<file path="config.mk">
export PLATFORM = sky130hd
export DESIGN_NAME = burst_colgen
export DESIGN_NICKNAME = d
export VERILOG_FILES = /design/src/rtl/burst_colgen_pkg.sv /design/src/rtl/bcg_mode_reg.sv /design/src/rtl/bcg_beat_ctr.sv /design/src/rtl/bcg_col_order.sv /design/src/rtl/burst_colgen.sv
export SDC_FILE = /design/constraint.sdc
export NUM_CORES = 1
export LEC_CHECK = 0
export BUFFER_PORTS_ARGS = -buffer_cell sky130_fd_sc_hd__buf_2
export CORE_MARGIN = 1
export CORE_UTILIZATION = 34
export DETAILED_ROUTE_END_ITERATION = 8
export PLACE_DENSITY = 0.65
export SLEW_MARGIN = 20
export SYNTH_ARGS = -nofsm -noshare
export SYNTH_HDL_FRONTEND = slang
export SYNTH_SLANG_ARGS = --single-unit
</file>
<file path="constraint.sdc">
create_clock -name clk -period 7 [get_ports clk]
set_input_delay 0.7 -clock clk [delete_from_list [all_inputs] [get_ports clk]]
set_output_delay 0.7 -clock clk [all_outputs]
set_load 0.005 [all_outputs]
</file>
<file path="src/rtl/burst_colgen_pkg.sv">
// Shared types and constants for the burst column generator.
package burst_colgen_pkg;

    localparam int MODE_W  = 7;   // length[2:0], ordering[3], CAS[6:4]
    localparam int LG_W    = 2;   // log2 of finite burst length (0..3)
    localparam int CAS_W   = 3;

    // Shape of a burst as seen by the sequencer and the orderer.
    typedef struct packed {
        logic            full;    // open-ended full-page burst
        logic [LG_W-1:0] lg;      // log2(beats) for finite bursts
        logic            inter;   // 1 = XOR ordering
    } shape_t;

endpackage

</file>
<file path="src/rtl/bcg_mode_reg.sv">
// Holds the programmed mode and decodes it into a burst shape, a CAS cycle
// count and an error flag. Assumes loads come from a controller that only
// loads when it wants the new mode for the next burst it starts.
module bcg_mode_reg
    import burst_colgen_pkg::*;
#(
    parameter logic [MODE_W-1:0] RESET_MODE = 7'b010_0_000
) (
    input  logic              clk,
    input  logic              rst_n,
    input  logic              load,
    input  logic [MODE_W-1:0] mode_in,
    input  logic              wmode_in,
    output shape_t            shape,
    output logic              wr_single,
    output logic [CAS_W-1:0]  cas_cycles,
    output logic              mode_err
);

    logic [MODE_W-1:0] mode_q;
    logic              wmode_q;
    logic              bl_err;
    logic              cas_err;

    // Mode storage: capture on load, reset to the default mode.
    always_ff @(posedge clk) begin
        if (!rst_n) begin
            mode_q  <= RESET_MODE;
            wmode_q <= 1'b0;
        end else if (load) begin
            mode_q  <= mode_in;
            wmode_q <= wmode_in;
        end
    end

    // Length and ordering decode; reserved combinations fall back to one beat.
    always_comb begin
        shape.inter = mode_q[3];
        shape.full  = 1'b0;
        shape.lg    = '0;
        bl_err      = 1'b0;
        case (mode_q[2:0])
            3'b000, 3'b001, 3'b010, 3'b011: shape.lg = mode_q[LG_W-1:0];
            3'b111: begin
                if (!mode_q[3]) shape.full = 1'b1;
                else            bl_err     = 1'b1;
            end
            default: bl_err = 1'b1;
        endcase
    end

    // CAS latency decode; reserved codes export zero.
    always_comb begin
        cas_err = 1'b0;
        case (mode_q[6:4])
            3'b010:  cas_cycles = 3'd2;
            3'b011:  cas_cycles = 3'd3;
            default: begin
                cas_cycles = '0;
                cas_err    = 1'b1;
            end
        endcase
    end

    assign wr_single = wmode_q;
    assign mode_err  = bl_err | cas_err;

    p_cas_legal_r1: assert property (@(posedge clk) disable iff (!rst_n)
        (cas_cycles == 3'd0) || (cas_cycles == 3'd2) || (cas_cycles == 3'd3));

    p_cas_err_r6: assert property (@(posedge clk) disable iff (!rst_n)
        (cas_cycles == 3'd0) |-> mode_err);

endmodule

</file>
<file path="src/rtl/bcg_beat_ctr.sv">
// Burst sequencer: latches the start column and the burst shape at start,
// counts beats, and ends the burst on its final beat or on terminate.
// Assumes start wins over term when both arrive in one cycle.
module bcg_beat_ctr
    import burst_colgen_pkg::*;
#(
    parameter int COL_W = 9
) (
    input  logic             clk,
    input  logic             rst_n,
    input  logic             start,
    input  logic             start_write,
    input  logic [COL_W-1:0] start_col,
    input  logic             term,
    input  shape_t           shape_in,
    input  logic             wr_single,
    output logic             active,
    output logic [COL_W-1:0] cnt,
    output logic [COL_W-1:0] base,
    output shape_t           shape_q,
    output logic             last
);

    localparam logic [COL_W-1:0] ONE = COL_W'(1);

    shape_t           shape_eff;
    logic [COL_W-1:0] beat_lim;

    // Shape for a new burst: a write in single-write mode collapses to one beat.
    always_comb begin
        shape_eff = shape_in;
        if (start_write && wr_single) begin
            shape_eff.full = 1'b0;
            shape_eff.lg   = '0;
        end
    end

    // Index of the final beat of a finite burst.
    assign beat_lim = (ONE << shape_q.lg) - ONE;
    assign last     = active && !shape_q.full && (cnt == beat_lim);

    // Burst state: start loads, each beat advances, last or term stops.
    always_ff @(posedge clk) begin
        if (!rst_n) begin
            active  <= 1'b0;
            cnt     <= '0;
            base    <= '0;
            shape_q <= '0;
        end else if (start) begin
            active  <= 1'b1;
            cnt     <= '0;
            base    <= start_col;
            shape_q <= shape_eff;
        end else if (active) begin
            if (term || last) active <= 1'b0;
            else              cnt    <= cnt + ONE;
        end
    end

    p_cnt_step_r3: assert property (@(posedge clk) disable iff (!rst_n)
        (active && !start && !term && !last) |=> (active && cnt == $past(cnt) + ONE));

    p_hold_shape_r10: assert property (@(posedge clk) disable iff (!rst_n)
        (active && !start) |=> $stable(shape_q));

endmodule

</file>
<file path="src/rtl/bcg_col_order.sv">
// Beat-to-column mapping. Bits under the burst mask come from either the
// wrapped sum or the XOR of base and beat index; bits above it keep the base.
// Assumes interleaved order is never combined with full page.
module bcg_col_order
    import burst_colgen_pkg::*;
#(
    parameter int COL_W = 9
) (
    input  logic [COL_W-1:0] base,
    input  logic [COL_W-1:0] cnt,
    input  shape_t           shape,
    output logic [COL_W-1:0] col
);

    localparam logic [COL_W-1:0] ONE = COL_W'(1);

    logic [COL_W-1:0] mask;
    logic [COL_W-1:0] seq_sum;
    logic [COL_W-1:0] xor_val;

    // Mask of the bits that move within the burst.
    assign mask    = shape.full ? '1 : ((ONE << shape.lg) - ONE);
    assign seq_sum = base + cnt;
    assign xor_val = base ^ cnt;

    // Per-bit selection between fixed, wrapped-sum and XOR bits.
    for (genvar i = 0; i < COL_W; i++) begin : g_bit
        assign col[i] = !mask[i]    ? base[i]
                      : shape.inter ? xor_val[i]
                      :               seq_sum[i];
    end

endmodule

</file>
<file path="src/rtl/burst_colgen.sv">
// Top of the burst column generator: mode storage, burst sequencer and
// column ordering. Outputs reflect registered state only; a start shows its
// first beat one cycle later.
module burst_colgen
    import burst_colgen_pkg::*;
#(
    parameter int                COL_W      = 9,
    parameter logic [MODE_W-1:0] RESET_MODE = 7'b010_0_000
) (
    input  logic              clk,
    input  logic              rst_n,
    input  logic              mode_load,
    input  logic [MODE_W-1:0] mode_in,
    input  logic              wmode_in,
    input  logic              start,
    input  logic              start_write,
    input  logic [COL_W-1:0]  start_col,
    input  logic              term,
    output logic [COL_W-1:0]  col,
    output logic              beat_valid,
    output logic              beat_last,
    output logic [CAS_W-1:0]  cas_cycles,
    output logic              mode_err
);

    shape_t           shape_mode;
    shape_t           shape_run;
    logic             wr_single;
    logic             active;
    logic             last;
    logic [COL_W-1:0] cnt;
    logic [COL_W-1:0] base;
    logic [COL_W-1:0] col_raw;

    bcg_mode_reg #(.RESET_MODE(RESET_MODE)) u_mode (
        .clk        (clk),
        .rst_n      (rst_n),
        .load       (mode_load),
        .mode_in    (mode_in),
        .wmode_in   (wmode_in),
        .shape      (shape_mode),
        .wr_single  (wr_single),
        .cas_cycles (cas_cycles),
        .mode_err   (mode_err)
    );

    bcg_beat_ctr #(.COL_W(COL_W)) u_ctr (
        .clk         (clk),
        .rst_n       (rst_n),
        .start       (start),
        .start_write (start_write),
        .start_col   (start_col),
        .term        (term),
        .shape_in    (shape_mode),
        .wr_single   (wr_single),
        .active      (active),
        .cnt         (cnt),
        .base        (base),
        .shape_q     (shape_run),
        .last        (last)
    );

    bcg_col_order #(.COL_W(COL_W)) u_ord (
        .base  (base),
        .cnt   (cnt),
        .shape (shape_run),
        .col   (col_raw)
    );

    // Output stage: column only while a beat is presented.
    assign col        = active ? col_raw : '0;
    assign beat_valid = active;
    assign beat_last  = last;

    p_first_col_r2: assert property (@(posedge clk) disable iff (!rst_n)
        start |=> (beat_valid && col == $past(start_col)));

    p_term_ends_r8: assert property (@(posedge clk) disable iff (!rst_n)
        (term && !start) |=> !beat_valid);

    p_last_ends_r9: assert property (@(posedge clk) disable iff (!rst_n)
        (beat_last && !start) |=> !beat_valid);

    p_last_valid_r9: assert property (@(posedge clk) disable iff (!rst_n)
        beat_last |-> beat_valid);

endmodule

</file>
# Word level (Yosys, flattened, before mapping)

Cells that the tools add are included.

Bits in registers: 31
Input bits: 23
Output and inout bits: 15
Logic and storage cells: 64

Add/subtract/negate cells: 3
Equal/unequal tests: 7
Shift operators: 1
Muxes and demuxes: 31
Bitwise logic cells: 4
Reductions and logical operators: 10

Operators by type and width:

| cell                                                 | count |
|---|---|
| two-way mux 1 bit                                    | 25 |
| two-way mux 9 bit                                    | 2 |
| equality test 3 x 2 -> 1 bit (second input constant) | 4 |
| adder 9 x 1 -> 9 bit (second input constant)         | 1 |
| adder 9 bit                                          | 1 |
| equality test 9 bit                                  | 1 |
| << shifter 1 x 2 -> 9 bit (first input constant)     | 1 |
| subtractor 9 x 1 -> 9 bit (second input constant)    | 1 |
| XOR 9 bit                                            | 1 |
| one-hot mux 2 bit (2 select lines)                   | 1 |
| OR reduction 2 bit                                   | 2 |
| OR reduction 4 bit                                   | 1 |
| equality test 3 x 1 -> 1 bit (second input constant) | 1 |
| equality test 3 bit (second input constant)          | 1 |
| logical AND 1 bit                                    | 3 |
| zero test 3 bit                                      | 1 |
| two-way mux 3 bit                                    | 1 |
| two-way mux 2 bit                                    | 1 |
| NOT 1 bit                                            | 2 |
| one-hot mux 1 bit (2 select lines)                   | 1 |
| AND reduction 2 bit                                  | 1 |
| zero test 1 bit                                      | 1 |
| logical OR 1 bit                                     | 1 |
| OR 1 bit                                             | 1 |

# Longest topological paths before layout

Depth in word-level cells: 8
Gate-level depth with buffers: 9
Depth with buffers taken out: 8

# Cells and area by module

From an unflattened synthesis, not the netlist that was laid out.

Cells, all modules: 246
Area total of the unflattened synthesis: 2132.0 sq um

By module, submodules not included:

| module        | times used | cells an instance | area each (sq um) | sequential area each (sq um) |
|---|---|---|---|---|
| bcg_beat_ctr  | 1          | 129               | 1149.9            | 460.4 |
| bcg_col_order | 1          | 72                | 556.8             | 0.0 |
| bcg_mode_reg  | 1          | 36                | 369.1             | 160.2 |
| burst_colgen  | 1          | 9                 | 56.3              | 0.0 |

# Worst setup path after synthesis

No wires, ideal clock.

Path type: register to output
Start point: reg u_ctr.cnt[0]
End point: out col[8]
Data arrival time: 2.113 ns
Data required time: 6.300 ns
Setup slack: 4.187 ns
Stages on the path, launching flop included: 8
Buffers on the path: 0
Path through: dfxtp_1 ha_1 fa_1 a211o_1 a21oi_1 nor3_1 or4_1 a21oi_1

Word-level cells in the longest chain between the ends: 4

RTL lines:

| item                     | RTL line            | text |
|---|---|---|
| start: declaration       | bcg_beat_ctr.sv:18  | `output logic [COL_W-1:0] cnt,` |
| start signal: assignment | bcg_beat_ctr.sv:56  | `else cnt <= cnt + ONE;` |
| adder 9 bit              | bcg_col_order.sv:23 | `assign seq_sum = base + cnt;` |
| two-way mux 1 bit        | bcg_col_order.sv:29 | `: shape.inter ? xor_val[i]` |
| two-way mux 1 bit        | bcg_col_order.sv:28 | `assign col[i] = !mask[i] ? base[i]` |
| two-way mux 9 bit        | burst_colgen.sv:71  | `assign col = active ? col_raw : '0;` |
| end: declaration         | burst_colgen.sv:19  | `output logic [COL_W-1:0] col,` |

Every way passes these cells.

# Final worst setup path

Ends and elaborated chain as after synthesis.

==> key figures <==
Drt
  • Detailed Route WL: roughly 4.3 mm
  • Vias per cell: about 5.1
  • Pre-antenna DRT Iters: 4
  • DRT antenna net count: 0
  • Number of DRC markers in iteration 0: 66
  • Wire per inst: about 13 um
  • Residual DRC count: 0
  • Vias after detailed routing: 1,670

Synth
  • Largest cells by area after synthesis: dfxtp_1 31%, mux2i_1 11%, ha_1 7.0%
  • EDFF count, synth: 0
  • Unique masters post-synth: 52
  • Yosys top cell by area: dfxtp_1
  • Share of synthesized registers carrying an async set or reset: 0%
  • Post-synthesis cell count: between 200 and 250
  • Synth warnings: 0
  • Top cell type's share of synthesized area: approximately a third
  • Post-synthesis sequential area ratio: about a third
  • Mean post-synth cell area: slightly below 9 um^2
  • Primary FF master, synth: dfxtp_1
  • Number of synthesized register bits: 31
  • Syn nets: around 260
  • Mapped cell area: ~2000 um^2

Critical path
  • CP bufs+invs: 1
  • Ordered list of cells on the worst path: ha_1 -> fa_1 -> a211o_1 -> a21oi_1 -> nor3_1 -> or4_1 -> a21oi_1 -> buf_2
  • Crit-path max cell delay: a little over 0.5 ns
  • Slowest CP cell: or4_1
  • Delay-heaviest family, CP: adder cells
  • Most common cell on crit path: a21oi_1
  • Crit-path max FO: 7
  • Worst EP arrival: 2.66 ns
  • Setup crit end kind: output port
  • Setup crit start: u_ctr.cnt[0]
  • Crit start category: flip-flop
  • RR Startpoint: u_ctr.shape_q[1]
  • WP data required: around 6.3 ns
  • WS Path Type: flip-flop to output port

Global routing
  • Gr busiest metal: met2
  • Largest net degree at the start of global routing: 23
  • First-pass GRT wire length: roughly 7.3 mm
  • Initial antenna violation count: 0
  • Grt ovf: 0
  • Met1 usage: between 10% and 20%
  • Met2 usage: between 20% and 30%
  • GRT Util Overall: 15.4%
  • M3 GR Usage: 4.53%
  • Vias in the first global route: 1,556

Floorplanning
  • DIE AREA: 6100 um^2
  • Core ar.: roughly 5500 um^2
  • Initial core utilization: a little over a third
  • Num rows: 27
  • Die height: just under 80 um
  • DIE WIDTH: ~78 um
  • IO Count: 38

Timing
  • Part of the cycle the worst path needs: between 40 and 50%
  • Final worst setup slack: 3.64 ns
  • Worst-margin pin slew: approximately 0.57 ns
  • Final Skew: about 0.0026 ns
  • Upper clock frequency limit: 298 MHz
  • Max Transition Viols Final: 0
  • Slew headroom: between 60% and 70%
  • Hold violation count in the final report: 0
  • Setup TNS: 0 ns
  • RSZ-0062 raised after global routing: no
  • Final min period: about 3.4 ns
  • Final count of negative-setup-slack endpoints: 0

Finish
  • Fillers: between 500 and 600
  • Diode count: 0
  • Multi-input gate area: 1280 um^2
  • Most frequent cells in the layout: 36 x buf_2, 31 x dfxtp_1, 21 x mux2i_1
  • Final Instance Area: approximately 2300 um^2
  • Area growth, synth to finish: 15.5%
  • Register area: 621 um^2
  • Share of layout cells above drive strength 1: 21.7%
  • Nets: between 200 and 300
  • Fin util: between 40% and 50%
  • Commonest non-fill, non-tap cell in the layout: buf_2

Place
  • GP Congestion: slightly above 0.8
  • Dpl ws: roughly 4 ns
  • I/O Buffers: 36
  • Post-Place Cell Area: between 2000 and 2500 um^2
  • Detail Placement HPWL: 3.21 mm

Clock tree
  • CTS Buffer Depth: 2
  • CTS Buf Count: 5
  • Post-CTS Setup Bufs: 0
  • Clk sinks: 31
  • Resize count post-CTS: 0
  • # H-tree levels: 2
  • Clock root cell: clkbuf_8
  • Worst-Skew Late Latency: just under 0.3 ns
  • TritonCTS clock tree: built
  • Hold buffer count at CTS: 0
  • Clock-pin slew on the worst setup and hold paths: 0.07 ns

Min path
  • HP Class: flip-flop to flip-flop
  • Hold_sp: u_mode.mode_q[5]

Power
  • Worst vdd ir: around 0.00011 V
  • Static leakage: roughly 1.0 nW
  • Pwr dens: 167 nW/um^2
  • Final Power: around 0.38 mW

Status
  • Outcome: finished, final reports clean

Run
  • Max-Cap Viols: 0
-- synth_stat cells, drive strengths merged, types with 3 or more instances --
library cell   n
inv            5
o21a           3
dfxtp         31
or3            6
mux2i         21
nor3           3
buf            3
a21oi         11
xor2           6
a211o          3
a211oi         5
nand2         12
clkbuf         7
nor2b         20
and3           3
nand2b         5
or4            3
xnor2          4
o21ai         11
nor2          19
a22o           3
ha            11
-- stage by stage --
stage,hold WS [ns],std cells
after floorplan,0.433,224
after global placement,0.449,322
after detailed placement,0.460,322
after CTS,0.480,330
after global routing,0.498,330
final,0.471,330
-- flip-flops by register name, indices dropped and copies added (netlist names) --
| name | flops |
|---|---|
| u_ctr.shape_q | 4 |
| u_mode.wr_single | 1 |
| u_ctr.base | 9 |
| u_mode.mode_q | 7 |
| u_ctr.active | 1 |
| u_ctr.cnt | 9 |
-- kinds of logic (layout without fill, tap and decap cells) --
logic type / after synthesis / count (layout) / synth area share, %
compound gates: 51 / 51 / 18.1
xor+xnor: 10 / 10 / 4.44
fa+ha+maj: 12 / 12 / 8.00
buf+inv: 15 / 49 / 3.49
flops: 31 / 31 / 31.5
mux: 21 / 21 / 10.7
other cells: 1 / 1 / 0.190
simple gates: 83 / 83 / 23.6
-- per-layer routing --
layer	wire (um)	up-vias
li1	-	866
met1	2100	762
met2	1950	35
met3	215	7
met4	63	0
met5	0	-
-- where the power goes --
part / internal, mW / switching, mW / total (mW)
combinational: 0.0256 / 0.0249 / 0.0505
sequential: 0.183 / 0.00684 / 0.190
clock: 0.0694 / 0.0711 / 0.140
total: 0.278 / 0.103 / 0.381
-- worst register-to-register path, delay by kind of cell, from the launching register on --
family                   cells  cell delay, ns
AO/OA/AOI/OAI                3            0.49
AND/OR/NAND/NOR              2            0.83
flip-flops                   1            0.41
adder cells (fa/ha/maj)      1            0.32
XOR/XNOR                     1            0.16
-- area by class of cell --
type | instances | share of cell area, %
multi-input cells | 178 | 56.3
clock inverters | 2 | 0.550
inverters | 5 | 0.825
well taps | 72 | 3.96
clock buffers | 6 | 3.19
repair buffers | 36 | 7.92
flip-flops and latches | 31 | 27.3
-- final timing paths --
path / end / cells past startpoint / slack [ns]
worst max-delay path: col[8] / 8 / 3.64
worst min-delay path: u_mode.mode_q[5] / 2 / 0.47
worst max register to register: u_ctr.cnt[4] / 7 / 4.72
worst min register to register: u_mode.mode_q[5] / 2 / 0.47
No activity file was read; power rests on OpenSTA's default activity.
